`src/rtl/fifo_trig_pkg.sv`:
```
package fifo_trig_pkg;

  localparam int unsigned FIFO_DEPTH = 64;
  localparam int unsigned LVL_STEP   = 4;

  typedef enum logic [1:0] {
    DSEL_0 = 2'b00,
    DSEL_1 = 2'b01,
    DSEL_2 = 2'b10,
    DSEL_3 = 2'b11
  } dflt_sel_e;

  function automatic int unsigned rx_default(input dflt_sel_e sel);
    case (sel)
      DSEL_0:  return 8;
      DSEL_1:  return 16;
      DSEL_2:  return 56;
      default: return 60;
    endcase
  endfunction

  function automatic int unsigned tx_default(input dflt_sel_e sel);
    case (sel)
      DSEL_0:  return 8;
      DSEL_1:  return 16;
      DSEL_2:  return 32;
      default: return 56;
    endcase
  endfunction

endpackage

```
`src/rtl/trig_lvl_reg.sv`:
```
module trig_lvl_reg #(
  parameter int unsigned NIB_W = 4,
  localparam int unsigned RW   = 2 * NIB_W
) (
  input  logic             clk_i,
  input  logic             rst_ni,
  input  logic             we_i,
  input  logic [RW-1:0]    wdata_i,
  input  logic             unlock_a_i,
  input  logic             unlock_b_i,
  output logic [NIB_W-1:0] rx_nib_o,
  output logic [NIB_W-1:0] tx_nib_o
);

  logic [RW-1:0] lvl_q;
  logic          wr_ok;

  assign wr_ok = we_i & unlock_a_i & unlock_b_i;

  always_ff @(posedge clk_i or negedge rst_ni) begin
    if (!rst_ni)    lvl_q <= '0;
    else if (wr_ok) lvl_q <= wdata_i;
  end

  assign rx_nib_o = lvl_q[RW-1:NIB_W];
  assign tx_nib_o = lvl_q[NIB_W-1:0];


  wr_lock_chk: assert property (@(posedge clk_i) disable iff (!rst_ni)
    !(we_i && unlock_a_i && unlock_b_i) |=> $stable({rx_nib_o, tx_nib_o}));


  wr_take_chk: assert property (@(posedge clk_i) disable iff (!rst_ni)
    (we_i && unlock_a_i && unlock_b_i) |=> ({rx_nib_o, tx_nib_o} == $past(wdata_i)));

endmodule

```
`src/rtl/trig_lvl_sel.sv`:
```
module trig_lvl_sel
  import fifo_trig_pkg::*;
#(
  parameter bit          IS_TX = 1'b0,
  parameter int unsigned NIB_W = 4,
  parameter int unsigned STEP  = LVL_STEP,
  parameter int unsigned LW    = 7
) (
  input  logic [NIB_W-1:0] nib_i,
  input  logic [1:0]       sel_i,
  output logic [LW-1:0]    lvl_o
);

  logic [LW-1:0] dflt_lvl;
  logic [LW-1:0] prog_lvl;

  generate
    if (IS_TX) begin : g_tx
      assign dflt_lvl = LW'(tx_default(dflt_sel_e'(sel_i)));
    end else begin : g_rx
      assign dflt_lvl = LW'(rx_default(dflt_sel_e'(sel_i)));
    end
  endgenerate

  assign prog_lvl = LW'(nib_i) * LW'(STEP);

  // zero nibble falls back to the coded default
  assign lvl_o = (nib_i != '0) ? prog_lvl : dflt_lvl;

endmodule

```
`src/rtl/trig_req_cmp.sv`:
```
module trig_req_cmp #(
  parameter int unsigned DEPTH      = 64,
  parameter bit          COUNT_FREE = 1'b0,
  parameter int unsigned CW         = $clog2(DEPTH + 1)
) (
  input  logic          clk_i,
  input  logic          rst_ni,
  input  logic [CW-1:0] count_i,
  input  logic [CW-1:0] lvl_i,
  output logic          req_o
);

  logic [CW-1:0] metric;
  logic          hit;
  logic          req_q;

  generate
    if (COUNT_FREE) begin : g_free
      assign metric = CW'(DEPTH) - count_i;
    end else begin : g_used
      assign metric = count_i;
    end
  endgenerate

  assign hit = (metric >= lvl_i);

  always_ff @(posedge clk_i or negedge rst_ni) begin
    if (!rst_ni) req_q <= 1'b0;
    else         req_q <= hit;
  end

  assign req_o = req_q;


  req_hit_chk: assert property (@(posedge clk_i) disable iff (!rst_ni)
    (metric >= lvl_i) |=> req_o);


  req_drop_chk: assert property (@(posedge clk_i) disable iff (!rst_ni)
    (req_o && (metric < lvl_i)) |=> !req_o);


  lvl_range_chk: assert property (@(posedge clk_i) disable iff (!rst_ni)
    (lvl_i != '0) && (lvl_i <= CW'(DEPTH)) && (lvl_i[1:0] == 2'b00));

endmodule

```
`src/rtl/fifo_trig_req.sv`:
```
module fifo_trig_req
  import fifo_trig_pkg::*;
#(
  parameter int unsigned DEPTH = FIFO_DEPTH,
  parameter int unsigned NIB_W = 4,
  localparam int unsigned CW   = $clog2(DEPTH + 1),
  localparam int unsigned RW   = 2 * NIB_W
) (
  input  logic          clk_i,
  input  logic          rst_ni,
  input  logic          cfg_we_i,
  input  logic [RW-1:0] cfg_wdata_i,
  input  logic          ext_feat_en_i,
  input  logic          latch_sel_i,
  input  logic [1:0]    rx_sel_i,
  input  logic [1:0]    tx_sel_i,
  input  logic [CW-1:0] rx_count_i,
  input  logic [CW-1:0] tx_count_i,
  output logic          rx_req_o,
  output logic          tx_req_o
);

  logic [NIB_W-1:0] rx_nib, tx_nib;
  logic [CW-1:0]    rx_lvl, tx_lvl;

  trig_lvl_reg #(.NIB_W(NIB_W)) u_reg (
    .clk_i      (clk_i),
    .rst_ni     (rst_ni),
    .we_i       (cfg_we_i),
    .wdata_i    (cfg_wdata_i),
    .unlock_a_i (ext_feat_en_i),
    .unlock_b_i (latch_sel_i),
    .rx_nib_o   (rx_nib),
    .tx_nib_o   (tx_nib)
  );

  trig_lvl_sel #(.IS_TX(1'b0), .NIB_W(NIB_W), .LW(CW)) u_rx_sel (
    .nib_i (rx_nib),
    .sel_i (rx_sel_i),
    .lvl_o (rx_lvl)
  );

  trig_lvl_sel #(.IS_TX(1'b1), .NIB_W(NIB_W), .LW(CW)) u_tx_sel (
    .nib_i (tx_nib),
    .sel_i (tx_sel_i),
    .lvl_o (tx_lvl)
  );

  trig_req_cmp #(.DEPTH(DEPTH), .COUNT_FREE(1'b0), .CW(CW)) u_rx_cmp (
    .clk_i   (clk_i),
    .rst_ni  (rst_ni),
    .count_i (rx_count_i),
    .lvl_i   (rx_lvl),
    .req_o   (rx_req_o)
  );

  trig_req_cmp #(.DEPTH(DEPTH), .COUNT_FREE(1'b1), .CW(CW)) u_tx_cmp (
    .clk_i   (clk_i),
    .rst_ni  (rst_ni),
    .count_i (tx_count_i),
    .lvl_i   (tx_lvl),
    .req_o   (tx_req_o)
  );


  rst_quiet_chk: assert property (@(posedge clk_i)
    $rose(rst_ni) |-> (!rx_req_o && !tx_req_o));

endmodule

```
`config.mk`:
```
export PLATFORM = sky130hd
export DESIGN_NAME = fifo_trig_req
export DESIGN_NICKNAME = d
export VERILOG_FILES = /design/src/rtl/fifo_trig_pkg.sv /design/src/rtl/trig_lvl_reg.sv /design/src/rtl/trig_lvl_sel.sv /design/src/rtl/trig_req_cmp.sv /design/src/rtl/fifo_trig_req.sv
export SDC_FILE = /design/constraint.sdc
export NUM_CORES = 1
export LEC_CHECK = 0
export BUFFER_PORTS_ARGS = -buffer_cell sky130_fd_sc_hd__clkbuf_2
export CAP_MARGIN = 20
export CORE_MARGIN = 2
export CORE_UTILIZATION = 52
export DETAILED_ROUTE_END_ITERATION = 8
export PLACE_DENSITY_LB_ADDON = 0.08
export RECOVER_POWER = 100
export SKIP_LAST_GASP = 1
export SLEW_MARGIN = 20
export SYNTH_ARGS = -nofsm -noshare
export SYNTH_HDL_FRONTEND = slang
export SYNTH_HIERARCHICAL = 1
export SYNTH_SLANG_ARGS = --single-unit
export TNS_END_PERCENT = 30
```
`constraint.sdc`:
```
create_clock -name clk_i -period 2.6 [get_ports clk_i]
set_input_delay 0.13 -clock clk_i [delete_from_list [all_inputs] [get_ports clk_i]]
set_output_delay 0.13 -clock clk_i [all_outputs]
set_load 0.01 [all_outputs]
```
==> results.md <==
* Drt pass-1 iters at 4
* Post-synthesis async set-or-reset flop share at 100.0%
* Primary FF master, synth: dfrtp_1
* Row count at 15
* Average wire per standard cell at 11.18 um
* Peak VDD IR at 0.3050 mV
* Die Y at 47.82 um
* Area Growth Syn to Fin at 19.55%
* Postcts setup bufs at 0
* Int Power at 0.3791 mW
* TritonCTS buffer count at 3
* Starting Density at 56.60%
* Die width at 47.82 um
* 1st-iter DRT viols at 8
* Distinct cells, synth at 29
* Clock power share at 24.6%
* Top cells by area, synth: dfrtp_1 25%, ha_1 23%, mux2_2 9.0%
* Post-Route WL at 1889 um
* Yosys warns at 6
* DRC at 0
* Dpl cell area at 1156 um^2
* PwrDens at 473.6 nW/um^2
* CTS Buffer Depth at 2
* Status: completed
* Gate power share at 37.7%
* Setup crit start kind: register
* Via count at 811
* Fin crit period at 1833 ps
* Largest net degree at the start of global routing at 11
* Commonest non-fill, non-tap cell in the layout: clkbuf_2
* Initial antenna violation count at 0
* PortBufs at 32
* Clock Tree Root: clkbuf_4
* Max Cap Viol at 0
* Final net count at 194
* Mapped Avg Cell Area at 9.077 um^2
* Antenna diodes at 0
* Endpoints failing setup at 0
* Switch Pwr at 0.1862 mW
* Crit share post-route at 70.51%
* Overflow after GRT at 0
* Layout Skew at 0.9374 ps
* Ports at 33
* Routability Congestion at 0.7717
* Crit-path max FO at 5
* Via density at 4.799
* Slew @ Worst Pin at 506.3 ps
* Worst min-delay path category: input pin to register
* Total GRT Usage at 18.88%
* Setup TNS Final at 0 ps
* Post-cts sizing count at 0
* Sink Count at 10
* First-pass GRT wire length at 3077 um
* Synth top area share at 25.06%
* Seq pwr share at 37.8%
* # fillers at 170
* Footprint of the multi-input gates at 626.9 um^2
* Vias in the first global route at 806
* H-tree Lvls at 1
* Final Max Tran Viols at 0
* Die ar. at 2287 um^2
* Routed Antenna Nets at 0
* CP max-delay cell: dfrtp_1
* Yosys reg bits at 10
* R2R cell count at 6
* Pleak at 0.6446 nW
* Cell Chain, Critical Path: o41ai_1 > inv_1 > ha_1 > a21o_1 > a211oi_1 > a21oi_1
* Hold path depth at 2
* Max stage delay on crit path at 420 ps
* Cell area after synthesis at 998.5 um^2
* Sw Share at 32.93%
* Part of the Yosys area used for sequential elements at 25.06%
* Gate Count Post-Synth at 110
* CP Class: register to register
* Worst path required time at 2750 ps
* Share of post-route cells with drive strength above 1 at 31.25%
* Register area at 250.2 um^2
* CTS tree: yes
* Most frequent cells in the layout: 29 x clkbuf_2, 22 x inv_1, 18 x ha_1
* Final Hold Fails at 0
* Core area at 1764 um^2
* Post-DP HPWL at 1654 um
* RSZ-0062 raised after global routing: no
* Post-synth EDFFs at 0
* CP endpoint kind: register
* Skew-Pair Late Insertion Delay at 260 ps
* F_max at 545.5 MHz
* Slew margin rel. at 66.25%
* Crit path DAT at 1980 ps
* Clk slew on worst S/H paths at 70 ps
* Design area at 1194 um^2
* Cell accounting for the most synthesized area: dfrtp_1
* Total chip power at 0.5653 mW
-- kinds of logic after synthesis --
family | synth area share [%]
buf+inv | 13.16
simple gates | 12.78
fa+ha+maj | 22.56
compound gates | 12.28
flops | 25.06
mux | 9.023
xor+xnor | 4.387
other cells | 0.7522
-- stage by stage --
| step | util, % | setup slack [ps] | hold WS, ps | cells |
|---|---|---|---|---|
| floorplan | - | 953.2 | -165.6 | 114 |
| global placement | 65.53 | 904.2 | 3.347 | 164 |
| detailed placement | 65.53 | 809.3 | 1.627 | 164 |
| CTS | 68.16 | 795.8 | 91.94 | 169 |
| global route | 67.66 | 645.5 | 88.53 | 169 |
| finish | 67.66 | 766.7 | 94.41 | 169 |
-- cell usage after synthesis (2+ instances only) --
cell type / number
inv_1: 22
nand3_1: 2
nand4_1: 3
nor2b_1: 2
conb_1: 2
a21o_1: 2
nor2_1: 6
ha_1: 18
xnor2_1: 3
nand2_1: 3
xor2_1: 2
a21oi_1: 3
mux2_2: 8
buf_4: 6
o41ai_1: 5
dfrtp_1: 10
-- final cells by class --
cell class | count | share of cell area, %
multi-input cells | 75 | 52.52
flip-flops and latches | 10 | 20.96
repair buffers | 33 | 13.94
inverters | 22 | 6.918
clock buffers | 4 | 3.040
well taps | 25 | 2.621
-- worst max-delay path, delay by kind of cell, from the launching register on --
kind | cells | cell delay (ps)
adder cells (fa/ha/maj) | 1 | 290
flip-flops | 1 | 420
buffers and inverters | 1 | 80
AO/OA/AOI/OAI | 4 | 920
-- state kept, by name (all words and copies together) (netlist names) --
register / flops
u_reg/lvl_q: 8
u_rx_cmp/req_o: 1
u_tx_cmp/req_o: 1
-- routing by layer --
metal	up-vias	wire length, um	track usage (%)
met4	0	18	3.784
met2	30	950	36.27
met3	2	117	4.528
li1	431	-	-
met1	348	804	20.79
met5	-	0	0
-- timing repair --
action | 4_1_cts | 5_1_grt
hold buffers | 1 | 0
endpoints found under the setup margin | 0 | 0
endpoints found under the hold margin | 10 | 0
-- worst paths after layout --
path                            slack, ps      startpoint             end
worst min register to register        580  u_reg/lvl_q[5]  u_reg/lvl_q[5]
min in group asynchronous             340          rst_ni  u_reg/lvl_q[1]
worst max-delay path                  770  u_reg/lvl_q[7]  u_rx_cmp/req_o
max in group asynchronous            1920          rst_ni  u_reg/lvl_q[5]
worst max register to register        770  u_reg/lvl_q[7]  u_rx_cmp/req_o
worst min-delay path                   90  cfg_wdata_i[6]  u_reg/lvl_q[6]
-- power groups by stage --
| stage | sequential (mW) | combinational [mW] | clock (mW) |
|---|---|---|---|
| after floorplan | 0.213 | 0.153 | 0 |
| after global placement | 0.215 | 0.204 | 0 |
| after detailed placement | 0.216 | 0.216 | 0 |
| after CTS | 0.213 | 0.219 | 0.142 |
| after global routing | 0.218 | 0.244 | 0.150 |
| final | 0.213 | 0.213 | 0.139 |
(Power assumes the default switching activity.)
